## src/rtl/mdio_pkg.sv

```systemverilog
package mdio_pkg;

  // Frame layout, in bit positions counted from the first transmitted bit.
  localparam int FRAME_LEN = 64;
  localparam int IDX_W     = $clog2(FRAME_LEN);
  localparam int PRE_LEN   = 32;
  localparam int TURN_IDX  = 46;
  localparam int DATA_IDX  = 48;

  // Command word field positions.
  localparam int BIT_BUSY   = 28;
  localparam int BIT_RVALID = 27;
  localparam int BIT_OPRD   = 26;

  // Register byte offsets.
  localparam int OFS_PHYDEF = 0;
  localparam int OFS_CMD    = 4;

  // Strobes from control to datapath.
  typedef struct packed {
    logic load;    // command accepted: latch fields and build frame
    logic shift;   // falling MDC: advance to next bit
    logic sample;  // rising MDC in read data phase: capture pin
    logic finish;  // falling MDC of last bit: transaction over
    logic drive;   // data line driven
  } mdioStrobe_t;

endpackage

```

## src/rtl/mdio_ctrl.sv

```systemverilog
module mdio_ctrl
  import mdio_pkg::*;
#(
  parameter int DIV_HALF = 2
) (
  input  logic        clk,
  input  logic        rstN,
  input  logic        cmdWrite,
  input  logic        opIsRead,
  output logic        busy,
  output logic        mdc,
  output mdioStrobe_t strb
);

  localparam int DIV_W = (DIV_HALF > 1) ? $clog2(DIV_HALF) : 1;

  logic             busyQ;
  logic             mdcQ;
  logic [DIV_W-1:0] divCnt;
  logic [IDX_W-1:0] bitIdx;
  logic             divWrap;
  logic             riseTick;
  logic             fallTick;
  logic             lastBit;
  logic             accept;

  generate
    if (DIV_HALF == 1) begin : g_divOne
      assign divWrap = 1'b1;
    end else begin : g_divN
      assign divWrap = (divCnt == DIV_W'(DIV_HALF - 1));
    end
  endgenerate

  assign accept   = cmdWrite && !busyQ;
  assign riseTick = busyQ && divWrap && !mdcQ;
  assign fallTick = busyQ && divWrap && mdcQ;
  assign lastBit  = (bitIdx == IDX_W'(FRAME_LEN - 1));

  always_ff @(posedge clk) begin
    if (!rstN) begin
      busyQ  <= 1'b0;
      mdcQ   <= 1'b0;
      divCnt <= '0;
      bitIdx <= '0;
    end else if (accept) begin
      busyQ  <= 1'b1;
      mdcQ   <= 1'b0;
      divCnt <= '0;
      bitIdx <= '0;
    end else if (busyQ) begin
      divCnt <= divWrap ? '0 : divCnt + DIV_W'(1);
      if (divWrap) mdcQ <= ~mdcQ;
      if (fallTick) begin
        bitIdx <= bitIdx + IDX_W'(1);
        if (lastBit) busyQ <= 1'b0;
      end
    end
  end

  always_comb begin
    strb.load   = accept;
    strb.shift  = fallTick && !lastBit;
    strb.sample = riseTick && opIsRead && (bitIdx >= IDX_W'(DATA_IDX));
    strb.finish = fallTick && lastBit;
    strb.drive  = busyQ && (!opIsRead || (bitIdx < IDX_W'(TURN_IDX)));
  end

  assign busy = busyQ;
  assign mdc  = mdcQ;

endmodule

```

## src/rtl/mdio_datapath.sv

```systemverilog
module mdio_datapath
  import mdio_pkg::*;
#(
  parameter int         ADDR_W      = 4,
  parameter logic [4:0] DEFAULT_PHY = 5'd1
) (
  input  logic              clk,
  input  logic              rstN,
  input  logic              busWrEn,
  input  logic [ADDR_W-1:0] busAddr,
  input  logic [31:0]       busWdata,
  input  mdioStrobe_t       strb,
  input  logic              busy,
  input  logic              mdioIn,
  output logic [31:0]       busRdata,
  output logic [31:0]       cmdWord,
  output logic              opIsRead,
  output logic              readValid,
  output logic              mdioOut
);

  logic [4:0]           phyDefQ;
  logic                 opReadQ;
  logic [4:0]           phyFieldQ;
  logic [4:0]           regFieldQ;
  logic [15:0]          dataQ;
  logic                 readValidQ;
  logic [FRAME_LEN-1:0] frameQ;
  logic [15:0]          capQ;
  logic [FRAME_LEN-1:0] newFrame;
  logic                 unusedWdata;

  assign unusedWdata = &{1'b0, busWdata[31:27]};

  always_comb begin
    newFrame = {{PRE_LEN{1'b1}}, 2'b01,
                busWdata[BIT_OPRD] ? 2'b10 : 2'b01,
                busWdata[20:16], busWdata[25:21], 2'b10,
                busWdata[BIT_OPRD] ? 16'h0000 : busWdata[15:0]};
  end

  always_ff @(posedge clk) begin
    if (!rstN) begin
      phyDefQ <= DEFAULT_PHY;
    end else if (busWrEn && (busAddr == ADDR_W'(OFS_PHYDEF))) begin
      phyDefQ <= busWdata[4:0];
    end
  end

  always_ff @(posedge clk) begin
    if (!rstN) begin
      opReadQ    <= 1'b0;
      phyFieldQ  <= '0;
      regFieldQ  <= '0;
      dataQ      <= '0;
      readValidQ <= 1'b0;
      frameQ     <= '1;
      capQ       <= '0;
    end else begin
      if (strb.load) begin
        opReadQ    <= busWdata[BIT_OPRD];
        regFieldQ  <= busWdata[25:21];
        phyFieldQ  <= busWdata[20:16];
        dataQ      <= busWdata[15:0];
        readValidQ <= 1'b0;
        frameQ     <= newFrame;
      end else if (strb.shift) begin
        frameQ <= {frameQ[FRAME_LEN-2:0], 1'b1};
      end
      if (strb.sample) capQ <= {capQ[14:0], mdioIn};
      if (strb.finish && opReadQ) begin
        dataQ      <= capQ;
        readValidQ <= 1'b1;
      end
    end
  end

  always_comb begin
    cmdWord = {3'b000, busy, readValidQ, opReadQ, regFieldQ, phyFieldQ, dataQ};
    if (busAddr == ADDR_W'(OFS_CMD))         busRdata = cmdWord;
    else if (busAddr == ADDR_W'(OFS_PHYDEF)) busRdata = {27'd0, phyDefQ};
    else                                     busRdata = '0;
  end

  assign opIsRead  = opReadQ;
  assign readValid = readValidQ;
  assign mdioOut   = busy ? frameQ[FRAME_LEN-1] : 1'b1;

endmodule

```

## src/rtl/mdio_mgmt.sv

```systemverilog
module mdio_mgmt
  import mdio_pkg::*;
#(
  parameter int         ADDR_W      = 4,
  parameter int         DIV_HALF    = 2,
  parameter logic [4:0] DEFAULT_PHY = 5'd1
) (
  input  logic              clk,
  input  logic              rstN,
  input  logic              busWrEn,
  input  logic [ADDR_W-1:0] busAddr,
  input  logic [31:0]       busWdata,
  output logic [31:0]       busRdata,
  output logic              mdc,
  output logic              mdioOut,
  output logic              mdioOe,
  input  logic              mdioIn
);

  mdioStrobe_t strb;
  logic        busy;
  logic        opIsRead;
  logic        readValid;
  logic        cmdWrite;
  logic [31:0] cmdWord;

  assign cmdWrite = busWrEn && (busAddr == ADDR_W'(OFS_CMD));
  assign mdioOe   = strb.drive;

  mdio_ctrl #(.DIV_HALF(DIV_HALF)) u_ctrl (
    .clk      (clk),
    .rstN     (rstN),
    .cmdWrite (cmdWrite),
    .opIsRead (opIsRead),
    .busy     (busy),
    .mdc      (mdc),
    .strb     (strb)
  );

  mdio_datapath #(.ADDR_W(ADDR_W), .DEFAULT_PHY(DEFAULT_PHY)) u_dp (
    .clk       (clk),
    .rstN      (rstN),
    .busWrEn   (busWrEn),
    .busAddr   (busAddr),
    .busWdata  (busWdata),
    .strb      (strb),
    .busy      (busy),
    .mdioIn    (mdioIn),
    .busRdata  (busRdata),
    .cmdWord   (cmdWord),
    .opIsRead  (opIsRead),
    .readValid (readValid),
    .mdioOut   (mdioOut)
  );

endmodule

```

## config.mk

```make
export PLATFORM = sky130hd
export DESIGN_NAME = mdio_mgmt
export DESIGN_NICKNAME = d
export VERILOG_FILES = /design/src/rtl/mdio_pkg.sv /design/src/rtl/mdio_ctrl.sv /design/src/rtl/mdio_datapath.sv /design/src/rtl/mdio_mgmt.sv
export SDC_FILE = /design/constraint.sdc
export NUM_CORES = 1
export LEC_CHECK = 0
export BUFFER_PORTS_ARGS = -buffer_cell sky130_fd_sc_hd__buf_2
export CORE_ASPECT_RATIO = 1.5
export CORE_MARGIN = 1.5
export CORE_UTILIZATION = 61
export DETAILED_ROUTE_END_ITERATION = 10
export PLACE_DENSITY_LB_ADDON = 0.05
export SLEW_MARGIN = 30
export SYNTH_ARGS = -nofsm -noshare
export SYNTH_HDL_FRONTEND = slang
export SYNTH_SLANG_ARGS = --single-unit
export TNS_END_PERCENT = 5
```

## constraint.sdc

```tcl
create_clock -name clk -period 3.25 [get_ports clk]
set_input_delay 0.325 -clock clk [delete_from_list [all_inputs] [get_ports clk]]
set_output_delay 0.325 -clock clk [all_outputs]
set_load 0.02 [all_outputs]
```

==> key figures <==
Layout
  • Area Overhead vs Synth: 19.0%
  • Most frequent cells in the layout: nand2_1, dfxtp_1, nand3_1
  • Filler Cell Count: 626
  • Final core utilization: approximately three quarters
  • Area of the multi-input gates: ~2300 µm²
  • Register area: approximately 2400 µm²
  • Final Net Count: between 700 and 800
  • Ant. Diodes: 0
  • Share of post-route cells with drive strength above 1: between 10% and 20%
  • Most common cell after layout, fill and taps aside: nand2_1
  • Final Non-Filler Cells: ~800

Timing
  • Relative slew slack: about 55%
  • Final Max Tran Viols: 0
  • Least-Margin Pin Slew: 672 ps
  • Clk_skew: between 6 and 7 ps
  • RSZ-0062 raised after global routing: no
  • Min Clock Period, post-route: 2140 ps
  • Max Fclk: between 0.4 and 0.5 GHz
  • Final Hold Fails: 0
  • Final period util: 65.9%
  • Final WS setup: 1110 ps
  • Setup Viol. Count Final: 0
  • Setup_tns: 0 ps

Setup path
  • Setup CP Type: register to register
  • Worst setup endpoint: u_dp.frameQ[51]$_SDFFE_PP1P_
  • CP peak stage delay: ~610 ps
  • FF-to-FF Start: u_ctrl.busy$_SDFF_PN0_
  • FF-to-FF path depth: 5
  • RR Endpoint: u_dp.frameQ[51]$_SDFFE_PP1P_
  • WP data arrival: roughly 2500 ps
  • Req. time, crit path: about 3600 ps
  • CP Launch Point: u_ctrl.busy$_SDFF_PN0_
  • Worst setup SP type: register
  • Crit path max fanout: 24
  • Setup crit end kind: register
  • Setup slack, reg-to-reg: 1110 ps
  • Cell Chain, Critical Path: and3_1 > o21a_2 > buf_4 > nand2_1 > nand3_1
  • Slowest CP cell: dfxtp_1

Synth
  • Part of the Yosys area used for sequential elements: between 40% and 50%
  • Post-synthesis cell count: around 620
  • Synth Cell Area: roughly 5000 µm²
  • Yosys warns: 0
  • Synth async-reset ratio: 0%
  • Post-synth EDFFs: 0
  • #FFs+latches synth: about 120
  • Average size of a mapped cell: about 8 µm²
  • Ys flop type: dfxtp_1
  • Netlist cell types: 36

Global route
  • GR Overflow Total: 0
  • All-Layer GR Usage: 26.4%
  • First-pass GRT wire length: approximately 18000 µm
  • Number of global-route vias before repair: 4088
  • Largest net degree at the start of global routing: 63
  • Initial antenna violation count: 0

CTS
  • Clk root buf: clkbuf_16
  • Cts repair resizes: 0
  • Num CTS Buffers: 17
  • Postcts setup bufs: 0
  • Worst-Skew Late Latency: approximately 400 ps
  • CTS Hold Bufs: 0
  • Clk sinks: about 120
  • H-tree depth: 4
  • CTS Buffer Depth: 2
  • Clk slew on worst S/H paths: roughly 50 ps
  • TritonCTS clock tree: built

Power and ir drop
  • Power Dens Cells: approximately 620 nW/µm²
  • Sequential Power Share: 41.8%
  • Leak Pwr: 2.52 nW
  • Worst vdd rail ir drop: roughly 0.00048 V
  • Sw frac: between 10% and 20%
  • Net Switching: 697 µW
  • Power share of the combinational group: between 2 and 3%
  • Internal power: just under 3 mW
  • Clock group share of total power: between 50% and 60%

Die
  • Die H: about 110 µm
  • Core ar.: just under 8000 µm²
  • Row count: 40
  • Die width: roughly 77 µm
  • I/O pin count: 75
  • Initial core utilization: between 60 and 70%
  • Die area: 8690 µm²

Drt
  • Detailed Routing Iterations Pass 1: 5
  • Post-Route WL: 10900 µm
  • # DRC: 0
  • Post-DR wirelength/cell: 13.9 µm
  • Detail Route Antenna Nets: 0
  • DR vias/cell: 5.61
  • Via count: between 4000 and 5000
  • Initial DRC count: 280

Status
  • Status: completed

Placement
  • Post-DP HPWL: between 6000 and 7000 µm
  • # port buffers: 66
  • Placer Congestion: 0.825
  • Post-Place Setup Slack: between 1000 and 1500 ps
  • Dpl cells: 753

Min path
  • Hold Path Class: input pin to register

Flow run
  • Max cap viols: 0
[cells by family (layout without fill, tap and decap cells)]
logic type / after synthesis / count (layout) / share of synthesized area, %
compound gates: 78 / 78 / 10.6
buf+inv: 54 / 109 / 5.22
xor+xnor: 7 / 7 / 1.24
other cells: 1 / 3 / 0.0756
flops: 122 / 122 / 49.3
fa+ha+maj: 1 / 1 / 0.252
simple gates: 360 / 360 / 33.3
[stage by stage]
stage / instance area, µm² / total power [mW] / hold WS [ps]
global placement: 5260 / 1.65 / 440
finish: 5900 / 3.63 / 160
CTS: 5900 / 3.65 / 148
detailed placement: 5260 / 1.66 / 451
floorplan: 4970 / 1.62 / 430
global route: 5900 / 3.74 / 161
[worst max-delay path, delay by kind of cell (launching register included)]
kind / cells / cell delay [ps]
compound gates: 1 / 510
buf+inv: 1 / 330
flops: 1 / 610
simple gates: 3 / 620
[power by group through the flow]
stage | logic (mW) | registers (mW) | clock network, mW
2_1_floorplan | 0.0684 | 1.55 | 0
3_3_place_gp | 0.103 | 1.55 | 0
3_5_place_dp | 0.105 | 1.55 | 0
4_1_cts | 0.106 | 1.52 | 2.03
5_1_grt | 0.118 | 1.52 | 2.10
6_report | 0.106 | 1.52 | 2.01
[per-layer routing]
metal	track usage [%]	wire length (µm)	vias to the layer above
met4	11.1	161	0
met1	31.9	4690	2103
met2	45.4	5580	113
li1	-	-	2170
met5	0	0	-
met3	6.00	444	17
[how the worst min path moves through the flow]
stage                                              start                             end  cells past startpoint  slack [ps]
after floorplan             u_dp.frameQ[63]$_SDFFE_PP1P_    u_dp.frameQ[63]$_SDFFE_PP1P_                      2         430
after global placement    u_dp.regFieldQ[0]$_SDFFE_PN0P_  u_dp.regFieldQ[0]$_SDFFE_PN0P_                      2         440
after detailed placement  u_dp.regFieldQ[0]$_SDFFE_PN0P_  u_dp.regFieldQ[0]$_SDFFE_PN0P_                      2         450
after CTS                                    busWdata[7]     u_dp.frameQ[7]$_SDFFE_PN1P_                      3         150
after global routing                        busWdata[17]    u_dp.frameQ[24]$_SDFFE_PN1P_                      3         160
final                                       busWdata[17]    u_dp.frameQ[24]$_SDFFE_PN1P_                      3         160
[sequential cells by signal, summed over array words and instances, names as in the netlist]
signal	flops
u_dp.phyDefQ	5
u_dp.capQ	16
u_ctrl.bitIdx	6
u_dp.readValid	1
u_dp.frameQ	64
u_dp.regFieldQ	5
u_dp.opIsRead	1
u_ctrl.divCnt	1
u_ctrl.mdc	1
u_ctrl.busy	1
u_dp.phyFieldQ	5
u_dp.dataQ	16
[cell type report]
class / count / area share, %
Tap cell: 105 / 2.23
Multi-Input combinational cell: 449 / 38.5
Clock inverter: 7 / 2.29
Timing Repair Buffer: 77 / 7.00
Sequential cell: 122 / 41.4
Clock buffer: 25 / 8.56
[Yosys cell counts (3+ instances only)]
cell | count | area share [%]
xor2_1 | 4 | 0.71
a31oi_1 | 17 | 2.1
and2_1 | 25 | 3.2
a22o_1 | 5 | 0.88
o21ai_0 | 12 | 1.2
clkbuf_1 | 26 | 2.0
xnor2_1 | 3 | 0.53
nand4_1 | 27 | 3.4
a21boi_0 | 19 | 2.9
buf_4 | 6 | 0.91
dfxtp_1 | 122 | 49
nand3_1 | 73 | 7.4
a21boi_1 | 14 | 2.1
o21ai_1 | 5 | 0.50
nor2_1 | 8 | 0.61
buf_2 | 21 | 2.1
nand2_1 | 212 | 16
Note: power is estimated with default switching activity, not from simulation.
